===== src/rtl/rx_alu_pkg.sv =====
package rx_alu_pkg;

    localparam int XLEN   = 32;
    localparam int NREGS  = 32;
    localparam int RIDX_W = $clog2(NREGS);
    localparam int SHW    = $clog2(XLEN);
    localparam int OPC_W  = 6;
    localparam int IMM_W  = 16;

    // primary opcodes
    localparam logic [OPC_W-1:0] P_REG    = 6'h3A;
    localparam logic [OPC_W-1:0] P_ADDI   = 6'h04;
    localparam logic [OPC_W-1:0] P_ANDI   = 6'h0C;
    localparam logic [OPC_W-1:0] P_ORI    = 6'h14;
    localparam logic [OPC_W-1:0] P_XORI   = 6'h1C;
    localparam logic [OPC_W-1:0] P_ANDHI  = 6'h2C;
    localparam logic [OPC_W-1:0] P_ORHI   = 6'h34;
    localparam logic [OPC_W-1:0] P_XORHI  = 6'h3C;

    // compare codes, shared by both opcode spaces
    localparam logic [OPC_W-1:0] C_EQ  = 6'h20;
    localparam logic [OPC_W-1:0] C_NE  = 6'h18;
    localparam logic [OPC_W-1:0] C_GE  = 6'h08;
    localparam logic [OPC_W-1:0] C_GEU = 6'h28;
    localparam logic [OPC_W-1:0] C_LT  = 6'h10;
    localparam logic [OPC_W-1:0] C_LTU = 6'h30;

    // secondary codes
    localparam logic [OPC_W-1:0] S_ADD  = 6'h31;
    localparam logic [OPC_W-1:0] S_SUB  = 6'h39;
    localparam logic [OPC_W-1:0] S_AND  = 6'h0E;
    localparam logic [OPC_W-1:0] S_OR   = 6'h16;
    localparam logic [OPC_W-1:0] S_XOR  = 6'h1E;
    localparam logic [OPC_W-1:0] S_NOR  = 6'h06;
    localparam logic [OPC_W-1:0] S_SLL  = 6'h13;
    localparam logic [OPC_W-1:0] S_SRL  = 6'h1B;
    localparam logic [OPC_W-1:0] S_SRA  = 6'h3B;
    localparam logic [OPC_W-1:0] S_ROL  = 6'h03;
    localparam logic [OPC_W-1:0] S_ROR  = 6'h0B;
    localparam logic [OPC_W-1:0] S_SLLI = 6'h12;
    localparam logic [OPC_W-1:0] S_SRLI = 6'h1A;
    localparam logic [OPC_W-1:0] S_SRAI = 6'h3A;
    localparam logic [OPC_W-1:0] S_ROLI = 6'h02;

    typedef enum logic [4:0] {
        K_ADD, K_SUB, K_AND, K_OR, K_XOR, K_NOR,
        K_EQ, K_NE, K_GE, K_GEU, K_LT, K_LTU,
        K_SLL, K_SRL, K_SRA, K_ROL, K_ROR, K_BAD
    } kind_e;

    typedef struct packed {
        kind_e             kind;
        logic [XLEN-1:0]   opnd2;
        logic [RIDX_W-1:0] dest;
    } dec_t;

    typedef struct packed {
        logic [XLEN-1:0]   result;
        logic [RIDX_W-1:0] dest;
        logic              wr_en;
        logic              illegal;
    } out_t;

endpackage


===== src/rtl/rx_alu_decode.sv =====
module rx_alu_decode
    import rx_alu_pkg::*;
(
    input  logic [26:0]     word_i,
    input  logic [XLEN-1:0] src_b_i,
    output dec_t            dec_o
);
    logic [OPC_W-1:0]  prim;
    logic [OPC_W-1:0]  sec;
    logic [IMM_W-1:0]  imm16;
    logic [4:0]        imm5;
    logic [XLEN-1:0]   imm_sx, imm_zx, imm_hi, imm_sh;

    always_comb begin
        prim   = word_i[5:0];
        sec    = word_i[16:11];
        imm16  = word_i[21:6];
        imm5   = word_i[10:6];
        imm_sx = {{(XLEN-IMM_W){imm16[IMM_W-1]}}, imm16};
        imm_zx = {{(XLEN-IMM_W){1'b0}}, imm16};
        imm_hi = {imm16, {(XLEN-IMM_W){1'b0}}};
        imm_sh = {{(XLEN-5){1'b0}}, imm5};

        dec_o.kind  = K_BAD;
        dec_o.opnd2 = imm_zx;
        dec_o.dest  = word_i[26:22];

        unique case (prim)
            P_REG: begin
                dec_o.dest  = word_i[21:17];
                dec_o.opnd2 = src_b_i;
                case (sec)
                    S_ADD:  dec_o.kind = K_ADD;
                    S_SUB:  dec_o.kind = K_SUB;
                    S_AND:  dec_o.kind = K_AND;
                    S_OR:   dec_o.kind = K_OR;
                    S_XOR:  dec_o.kind = K_XOR;
                    S_NOR:  dec_o.kind = K_NOR;
                    C_EQ:   dec_o.kind = K_EQ;
                    C_NE:   dec_o.kind = K_NE;
                    C_GE:   dec_o.kind = K_GE;
                    C_GEU:  dec_o.kind = K_GEU;
                    C_LT:   dec_o.kind = K_LT;
                    C_LTU:  dec_o.kind = K_LTU;
                    S_SLL:  dec_o.kind = K_SLL;
                    S_SRL:  dec_o.kind = K_SRL;
                    S_SRA:  dec_o.kind = K_SRA;
                    S_ROL:  dec_o.kind = K_ROL;
                    S_ROR:  dec_o.kind = K_ROR;
                    S_SLLI: begin dec_o.kind = K_SLL; dec_o.opnd2 = imm_sh; end
                    S_SRLI: begin dec_o.kind = K_SRL; dec_o.opnd2 = imm_sh; end
                    S_SRAI: begin dec_o.kind = K_SRA; dec_o.opnd2 = imm_sh; end
                    S_ROLI: begin dec_o.kind = K_ROL; dec_o.opnd2 = imm_sh; end
                    default: dec_o.kind = K_BAD;
                endcase
            end
            P_ADDI:  begin dec_o.kind = K_ADD; dec_o.opnd2 = imm_sx; end
            P_ANDI:  dec_o.kind = K_AND;
            P_ORI:   dec_o.kind = K_OR;
            P_XORI:  dec_o.kind = K_XOR;
            P_ANDHI: begin dec_o.kind = K_AND; dec_o.opnd2 = imm_hi; end
            P_ORHI:  begin dec_o.kind = K_OR;  dec_o.opnd2 = imm_hi; end
            P_XORHI: begin dec_o.kind = K_XOR; dec_o.opnd2 = imm_hi; end
            C_EQ:    begin dec_o.kind = K_EQ;  dec_o.opnd2 = imm_sx; end
            C_NE:    begin dec_o.kind = K_NE;  dec_o.opnd2 = imm_sx; end
            C_GE:    begin dec_o.kind = K_GE;  dec_o.opnd2 = imm_sx; end
            C_LT:    begin dec_o.kind = K_LT;  dec_o.opnd2 = imm_sx; end
            C_GEU:   dec_o.kind = K_GEU;
            C_LTU:   dec_o.kind = K_LTU;
            default: dec_o.kind = K_BAD;
        endcase
    end
endmodule


===== src/rtl/rx_alu_addcmp.sv =====
module rx_alu_addcmp
    import rx_alu_pkg::*;
(
    input  kind_e           kind_i,
    input  logic [XLEN-1:0] a_i,
    input  logic [XLEN-1:0] b_i,
    output logic [XLEN-1:0] res_o
);
    logic [XLEN:0] diff;
    logic          eq, ltu, lts, flag;

    always_comb begin
        diff = {1'b0, a_i} - {1'b0, b_i};
        eq   = (a_i == b_i);
        ltu  = diff[XLEN];
        lts  = (a_i[XLEN-1] != b_i[XLEN-1]) ? a_i[XLEN-1] : diff[XLEN-1];
        flag = 1'b0;
        unique case (kind_i)
            K_EQ:    flag = eq;
            K_NE:    flag = !eq;
            K_GE:    flag = !lts;
            K_GEU:   flag = !ltu;
            K_LT:    flag = lts;
            K_LTU:   flag = ltu;
            default: flag = 1'b0;
        endcase
        unique case (kind_i)
            K_ADD:   res_o = a_i + b_i;
            K_SUB:   res_o = diff[XLEN-1:0];
            default: res_o = {{(XLEN-1){1'b0}}, flag};
        endcase
    end
endmodule


===== src/rtl/rx_alu_logic.sv =====
module rx_alu_logic
    import rx_alu_pkg::*;
(
    input  kind_e           kind_i,
    input  logic [XLEN-1:0] a_i,
    input  logic [XLEN-1:0] b_i,
    output logic [XLEN-1:0] res_o
);
    always_comb begin
        unique case (kind_i)
            K_AND:   res_o = a_i & b_i;
            K_OR:    res_o = a_i | b_i;
            K_XOR:   res_o = a_i ^ b_i;
            default: res_o = ~(a_i | b_i);
        endcase
    end
endmodule


===== src/rtl/rx_alu_shift.sv =====
module rx_alu_shift
    import rx_alu_pkg::*;
(
    input  kind_e           kind_i,
    input  logic [XLEN-1:0] a_i,
    input  logic [SHW-1:0]  amt_i,
    output logic [XLEN-1:0] res_o
);
    logic            go_right, wrap, fill;
    logic [XLEN-1:0] a_rev, pre, post;
    logic [XLEN-1:0] stage [SHW+1];

    always_comb begin
        go_right = (kind_i == K_SRL) || (kind_i == K_SRA) || (kind_i == K_ROR);
        wrap     = (kind_i == K_ROL) || (kind_i == K_ROR);
        fill     = (kind_i == K_SRA) && a_i[XLEN-1];
    end

    // right-going operations run as left-going ones on the reversed word
    for (genvar i = 0; i < XLEN; i++) begin : g_rev
        assign a_rev[i] = a_i[XLEN-1-i];
        assign post[i]  = stage[SHW][XLEN-1-i];
    end

    assign pre      = go_right ? a_rev : a_i;
    assign stage[0] = pre;

    for (genvar s = 0; s < SHW; s++) begin : g_stage
        localparam int STEP = 1 << s;
        logic [STEP-1:0] inj;
        assign inj = wrap ? stage[s][XLEN-1:XLEN-STEP] : {STEP{fill}};
        assign stage[s+1] = amt_i[s] ? {stage[s][XLEN-STEP-1:0], inj} : stage[s];
    end

    assign res_o = go_right ? post : stage[SHW];
endmodule


===== src/rtl/rx_int_alu.sv =====
module rx_int_alu
    import rx_alu_pkg::*;
(
    input  logic              clk,
    input  logic              rst_n,
    input  logic [31:0]       instr_i,
    input  logic [XLEN-1:0]   src_a_i,
    input  logic [XLEN-1:0]   src_b_i,
    output logic [XLEN-1:0]   result_o,
    output logic [RIDX_W-1:0] dest_o,
    output logic              wr_en_o,
    output logic              illegal_o
);
    dec_t            dec;
    logic [XLEN-1:0] r_arith, r_logic, r_shift;
    out_t            out_d, out_q;
    logic            unused_src_idx;

    assign unused_src_idx = ^instr_i[31:27];

    rx_alu_decode u_decode (
        .word_i  (instr_i[26:0]),
        .src_b_i (src_b_i),
        .dec_o   (dec)
    );

    rx_alu_addcmp u_addcmp (
        .kind_i (dec.kind),
        .a_i    (src_a_i),
        .b_i    (dec.opnd2),
        .res_o  (r_arith)
    );

    rx_alu_logic u_logic (
        .kind_i (dec.kind),
        .a_i    (src_a_i),
        .b_i    (dec.opnd2),
        .res_o  (r_logic)
    );

    rx_alu_shift u_shift (
        .kind_i (dec.kind),
        .a_i    (src_a_i),
        .amt_i  (dec.opnd2[SHW-1:0]),
        .res_o  (r_shift)
    );

    always_comb begin
        out_d         = '0;
        out_d.illegal = (dec.kind == K_BAD);
        if (!out_d.illegal) begin
            out_d.dest  = dec.dest;
            out_d.wr_en = (dec.dest != '0);
            unique case (dec.kind)
                K_AND, K_OR, K_XOR, K_NOR:       out_d.result = r_logic;
                K_SLL, K_SRL, K_SRA, K_ROL, K_ROR: out_d.result = r_shift;
                default:                         out_d.result = r_arith;
            endcase
        end
    end

    always_ff @(posedge clk or negedge rst_n) begin
        if (!rst_n) out_q <= '0;
        else        out_q <= out_d;
    end

    assign result_o  = out_q.result;
    assign dest_o    = out_q.dest;
    assign wr_en_o   = out_q.wr_en;
    assign illegal_o = out_q.illegal;

    // an illegal operation leaves nothing to write
    assert_illegal_quiet_R12: assert property (@(posedge clk) disable iff (!rst_n)
        illegal_o |-> (!wr_en_o && result_o == '0 && dest_o == '0));

    // register 0 is never written
    assert_no_r0_write_R11: assert property (@(posedge clk) disable iff (!rst_n)
        wr_en_o |-> (dest_o != '0));

    // a register compare yields 0 or 1
    assert_cmp_bool_R7: assert property (@(posedge clk) disable iff (!rst_n)
        (instr_i[5:0] == P_REG && (instr_i[16:11] == C_LT || instr_i[16:11] == C_GEU))
        |=> (result_o[XLEN-1:1] == '0 && !illegal_o));

    // rotate by zero returns operand A
    assert_rot_zero_R9: assert property (@(posedge clk) disable iff (!rst_n)
        (instr_i[5:0] == P_REG && instr_i[16:11] == S_ROL && src_b_i[4:0] == 5'd0)
        |=> (result_o == $past(src_a_i)));

    // immediate form writes to field B
    assert_imm_dest_R3: assert property (@(posedge clk) disable iff (!rst_n)
        (instr_i[5:0] == P_ADDI) |=> (dest_o == $past(instr_i[26:22]) && !illegal_o));
endmodule


===== config.mk =====
export PLATFORM = sky130hd
export DESIGN_NAME = rx_int_alu
export DESIGN_NICKNAME = d
export VERILOG_FILES = /design/src/rtl/rx_alu_pkg.sv /design/src/rtl/rx_alu_decode.sv /design/src/rtl/rx_alu_addcmp.sv /design/src/rtl/rx_alu_logic.sv /design/src/rtl/rx_alu_shift.sv /design/src/rtl/rx_int_alu.sv
export SDC_FILE = /design/constraint.sdc
export NUM_CORES = 1
export LEC_CHECK = 0
export ABC_AREA = 1
export BUFFER_PORTS_ARGS = -buffer_cell sky130_fd_sc_hd__buf_2
export CAP_MARGIN = 20
export CORE_ASPECT_RATIO = 2
export CORE_MARGIN = 5
export CORE_UTILIZATION = 45
export CTS_BUF_LIST = sky130_fd_sc_hd__clkbuf_2
export DETAILED_ROUTE_END_ITERATION = 10
export GPL_ROUTABILITY_DRIVEN = 0
export PLACE_DENSITY = 0.7
export SYNTH_ARGS = -nofsm -noshare
export SYNTH_HDL_FRONTEND = slang
export SYNTH_SLANG_ARGS = --single-unit

===== constraint.sdc =====
create_clock -name clk -period 0.8 [get_ports clk]
set_input_delay 0.16 -clock clk [delete_from_list [all_inputs] [get_ports clk]]
set_output_delay 0.16 -clock clk [all_outputs]
set_load 0.05 [all_outputs]

==> summary.txt, run 1 <==
Run status
  • Status: aborted with a tool error
  • Failed at: global routing
  • Error: [ERROR GRT-0116] Global routing finished with congestion. Check the congestion regions in the DRC Viewer.

Floorplan
  • Initial Utilization: 45.4%
  • Site Rows: 81
  • Die X: 121 µm
  • Chip Height: 232 µm
  • I/O pin count: 137

Yosys
  • Syn Nets: 2222
  • Largest family of logic cells by synthesized area: simple AND/OR/NAND/NOR gates
  • Synth Area in Compound Gates: 22.4%
  • Post-Syn Area: 11000 µm²
  • Flops & latches, synth: 39
  • EDFF count, synth: 0
  • Synth warn: 0
  • Sequential share of the synthesized area: 8.83%
  • Synth Area in XOR/XNOR: 0.396%
  • Synth cell types: 59
  • Mux contribution to synthesized area: 0%
  • Synth Area in Simple Gates: 45.6%
  • Avg Inst Size Synth: 5.44 µm²
  • Adder-Cell Fraction of Synth Area: 10.7%
  • FFs w/ async S/R, synth: 100%
  • Predominant post-synthesis flop cell: dfrtp_1
  • Synth Instances: 2031

Clocking
  • H-tree depth: 2
  • Clock buffer depth: 2
  • Clock Sinks: 39
  • Root Driver: clkbuf_2
  • Cts bufs inserted: 5

Global route
  • GRT Total Usage: 66.7%
  • First-pass GRT wire length: 145000 µm
  • Via count of the first global-routing pass: 22000
  • Maximum number of pins on one net before global-route repair: 40
  • Remaining global-route overflow: 254

Place
  • IO Port Bufs: 131
  • DP HPWL: 54900 µm
## cells by family after synthesis
family | after synthesis
buffers and inverters | 331
AND/OR/NAND/NOR | 1127
flip-flops | 39
AO/OA/AOI/OAI | 436
adder cells (fa/ha/maj) | 93
XOR/XNOR | 5
## synthesized netlist by cell type (all sizes together), types with 8 or more instances
| cell | count | share of area (%) |
|---|---|---|
| nand4 | 28 | 1.8 |
| inv | 225 | 7.7 |
| ha | 91 | 10 |
| a21oi | 215 | 9.8 |
| buf | 40 | 2.1 |
| clkbuf | 61 | 2.1 |
| o211ai | 19 | 1.3 |
| o22ai | 25 | 1.5 |
| dfrtp | 39 | 8.8 |
| nand2 | 493 | 17 |
| nand3 | 384 | 18 |
| nor2 | 196 | 7.5 |
| o21ai | 123 | 5.7 |
| nor3 | 10 | 0.66 |
| or2 | 8 | 0.45 |
| a31oi | 9 | 0.51 |
## per-stage QoR
stage          TNS [ns]  utilization, %  worst slack, ns  cell area, µm²  cells
4_1_cts          -95.02            76.4            -2.42           18600   2975
2_1_floorplan    -77.10               -            -2.76           11600   2031
3_5_place_dp    -103.02            67.5            -3.36           16400   2903
3_3_place_gp     -99.44            67.5            -3.22           16400   2903
## what timing repair did
item / in CTS
pin swaps: 123
buffers inserted: 61
endpoints found under the hold margin: 43
hold buffers: 2
cloned: 8
resized for setup: 380
setup endpoints to repair: 78
## per-layer routing
layer  overflow  GRT usage (%)
met5          0           18.9
met4         92           67.3
met3          3           50.4
met2        159           86.7
met1          0           63.2
==> run 2, diff against run 1 <==
- CORE_ASPECT_RATIO: 2 -> default
- CORE_UTILIZATION: 45 -> 30
- CTS_BUF_LIST: sky130_fd_sc_hd__clkbuf_2 -> default
- PLACE_DENSITY: 0.7 -> default
- PLACE_DENSITY_LB_ADDON: default -> 0.15
==> run 2 against run 1 <==
  * The flow now finishes, with violations (negative setup slack)
  * Synthesized cell count stayed put
  * Synthesized area did not move
==> summary.txt, run 2 <==
Run status
  • Status: finished with violations (was aborted with a tool error)
  • Failing checks: negative setup slack

Clocking
  • Cts bufs inserted: 5 (unchanged)
  • Clk pin slew, worst setup/hold paths: 0.08 ns
  • Root Driver: clkbuf_16 (was clkbuf_2)
  • H-tree depth: 2 (unchanged)
  • Clock buffer depth: 2 (unchanged)
  • CTS tree: built
  • Clock Sinks: 39 (unchanged)

Worst hold path
  • Worst Hold Class: in -> reg
  • Hold Path Origin: instr_i[26]

Route
  • Post-detailed-route wirelength per cell: 22.6 µm
  • Routed Antenna Nets: 0
  • Drt first-iter violations: 2209
  • Via density per instance: 5.71
  • Routed wire length: 72100 µm
  • TritonRoute pass-1 iters: 8
  • DRC viols: 0
  • Routed vias: 18300

Yosys
  • Post-Syn Area: 11000 µm² (unchanged)
  • Synth Instances: 2031 (unchanged)
  • Commonest cells post-synth: nand2_1, nand3_1, a21oi_1 (unchanged)
  • Sequential share of the synthesized area: 8.83% (unchanged)
  • Avg Inst Size Synth: 5.44 µm² (unchanged)
  • FFs w/ async S/R, synth: 100% (unchanged)
  • Cell with the most instances after synthesis: nand2_1 (unchanged)
  • Synth warn: 0 (unchanged)
  • Flops & latches, synth: 39 (unchanged)
  • Largest area contributor in the netlist: nand3_1 (unchanged)
  • Predominant post-synthesis flop cell: dfrtp_1 (unchanged)
  • Synth cell types: 59 (unchanged)
  • Synth top area cells: nand3_1, nand2_1, ha_1, a21oi_1, dfrtp_1 (unchanged)
  • Share of the synthesized area in the top cell type: 17.2% (unchanged)
  • EDFF count, synth: 0 (unchanged)
  • Syn Nets: 2222 (unchanged)

Final layout
  • Ant. Diodes: 0
  • Fin area: 21700 µm²
  • Sequential cell area: 977 µm²
  • Most frequent cells in the layout: buf_4, nand2_1, nand3_2
  • Area of the multi-input gates: 12500 µm²
  • Post-Layout Cell Count: 3199
  • Nets: 2921
  • Filler cells: 3295
  • Final core utilization: 59.3%
  • Leading cell type in the layout, fill and taps excluded: buf_4
  • Max reg flops: 32
  • Area grow syn2layout: 96.1%
  • Layout cells sized above 1: 55.1%

Floorplan
  • Die X: 202 µm (was 121 µm)
  • Initial Utilization: 30.2% (was 45.4%)
  • Chip Height: 202 µm (was 232 µm)
  • Core outline area: 36500 µm²
  • Die area: 40800 µm²
  • Site Rows: 70 (was 81)
  • I/O pin count: 137 (unchanged)

Flow run
  • Max Cap Viol: 0

Worst setup path
  • Worst Path Required: 1.01 ns
  • Crit path arrival time: 4.02 ns
  • Nature of the critical path startpoint: primary input
  • Crit path max fanout: 7
  • Worst Setup SP: instr_i[0]
  • Setup CP Type: in -> reg
  • Kind of end point of the critical path: flop

Pwr
  • Power per cell area: 1160 nW/µm²
  • Flop pwr share: 10.4%
  • Leakage: 0.0105 µW
  • Combinational power share: 79.6%
  • Psw: 13300 µW
  • Clock share of power: 10.0%
  • Peak supply drop: 785 µV
  • Pint: 11900 µW
  • Switching power share of the total: 52.6%

Global route
  • Initial antenna violation count: 0
  • Maximum number of pins on one net before global-route repair: 40
  • Remaining global-route overflow: 0
  • GRT Total Usage: 31.6%
  • Via count of the first global-routing pass: 17100
  • First-pass GRT wire length: 101000 µm

Place
  • Placed Cells: 3103 (was 2903)
  • DP HPWL: 53000 µm (was 54900 µm)
  • Worst slack at placement: -3.73 ns (was -3.36 ns)
  • Area after DPL: 16700 µm² (was 16400 µm²)
  • IO Port Bufs: 131 (unchanged)

STA
  • Relative slew slack: 58.5%
  • F_max: 262 MHz
  • Final setup violation count: 78
  • Final hold slack: 0.199 ns
  • Final Critical Period: 3.82 ns
  • Max-slew violations: 0
  • Slew @ Worst Pin: 0.622 ns
  • RSZ-0062 raised after global routing: yes
  • Fin worst setup slack: -3.02 ns
  • Crit share post-route: 477%
  • Final Hold Fails: 0
==> run 2: power by group through the flow <==
stage / combinational, µW / sequential, µW / clock, µW
2_1_floorplan: 6380 / 4000 / 0
3_3_place_gp: 14800 / 2550 / 0
3_5_place_dp: 14900 / 2540 / 0
4_1_cts: 17500 / 2620 / 2530
5_1_grt: 21000 / 2660 / 2580
6_report: 20100 / 2610 / 2530
==> run 2: critical path: stages <==
cell,delay (ns)
buf_6,0.10
nor2_4,0.17
buf_6,0.13
nand4_1,0.14
nand3_2,0.13
nor2_4,0.06
o21ai_4,0.19
a21oi_4,0.09
o22ai_4,0.33
inv_4,0.08
ha_4,0.34
nand2_4,0.08
nor3_4,0.28
nand4_1,0.21
nand3_2,0.18
nand4_1,0.10
o211ai_1,0.17
a21oi_2,0.13
o21ai_2,0.28
a21oi_1,0.14
o21ai_1,0.09
nand2_1,0.11
a31oi_4,0.21
nor2_2,0.08
==> run 2: what timing repair did <==
action	in CTS	in global routing
setup endpoints to repair	78	78
buffers inserted	61	39
pin swaps	142	200
hold buffers	1	0
cloned	12	5
gates resized for setup	484	460
endpoints found under the hold margin	39	0
==> run 2: area by class of cell <==
type	count	share of cell area [%]
Clock buffer	5	0.578
Clock inverter	3	0.202
Inverter	230	4.22
Multi-Input combinational cell	1668	57.5
Sequential cell	39	4.51
Tap cell	468	2.70
Timing Repair Buffer	786	30.3
==> run 2: path summary, 6_finish.rpt <==
path / end / slack [ns] / cells past startpoint
max: result_o[27]$_DFF_PN0_ / -3.02 / 24
min: dest_o[4]$_DFF_PN0_ / 0.20 / 4
max in group asynchronous: result_o[19]$_DFF_PN0_ / 0.21 / 3
min in group asynchronous: result_o[0]$_DFF_PN0_ / 0.34 / 3
==> run 2: stage by stage <==
stage          setup TNS, ns  power, µW
2_1_floorplan         -77.10      10400
3_3_place_gp         -107.03      17400
3_5_place_dp         -109.18      17400
4_1_cts               -92.93      22600
5_1_grt              -104.44      26200
6_report              -98.46      25200
==> run 2: logic make-up after synthesis <==
family                     after synthesis  synth area share, %
and+or+nand+nor                       1127                 45.6
AOI/OAI and AO/OA                      436                 22.4
buffers and inverters                  331                 12.1
adders and majority gates               93                 10.7
DFF                                     39                 8.83
xor gates and xnor gates                 5                0.396
==> run 2: routing by layer <==
metal	wire length [µm]	vias to the layer above	GRT usage, %
li1	-	8288	-
met1	27400	8442	39.8
met2	31800	1172	50.8
met3	7260	353	5.98
met4	5650	0	17.8
met5	0	-	0
No activity file was read; power rests on OpenSTA's default activity.
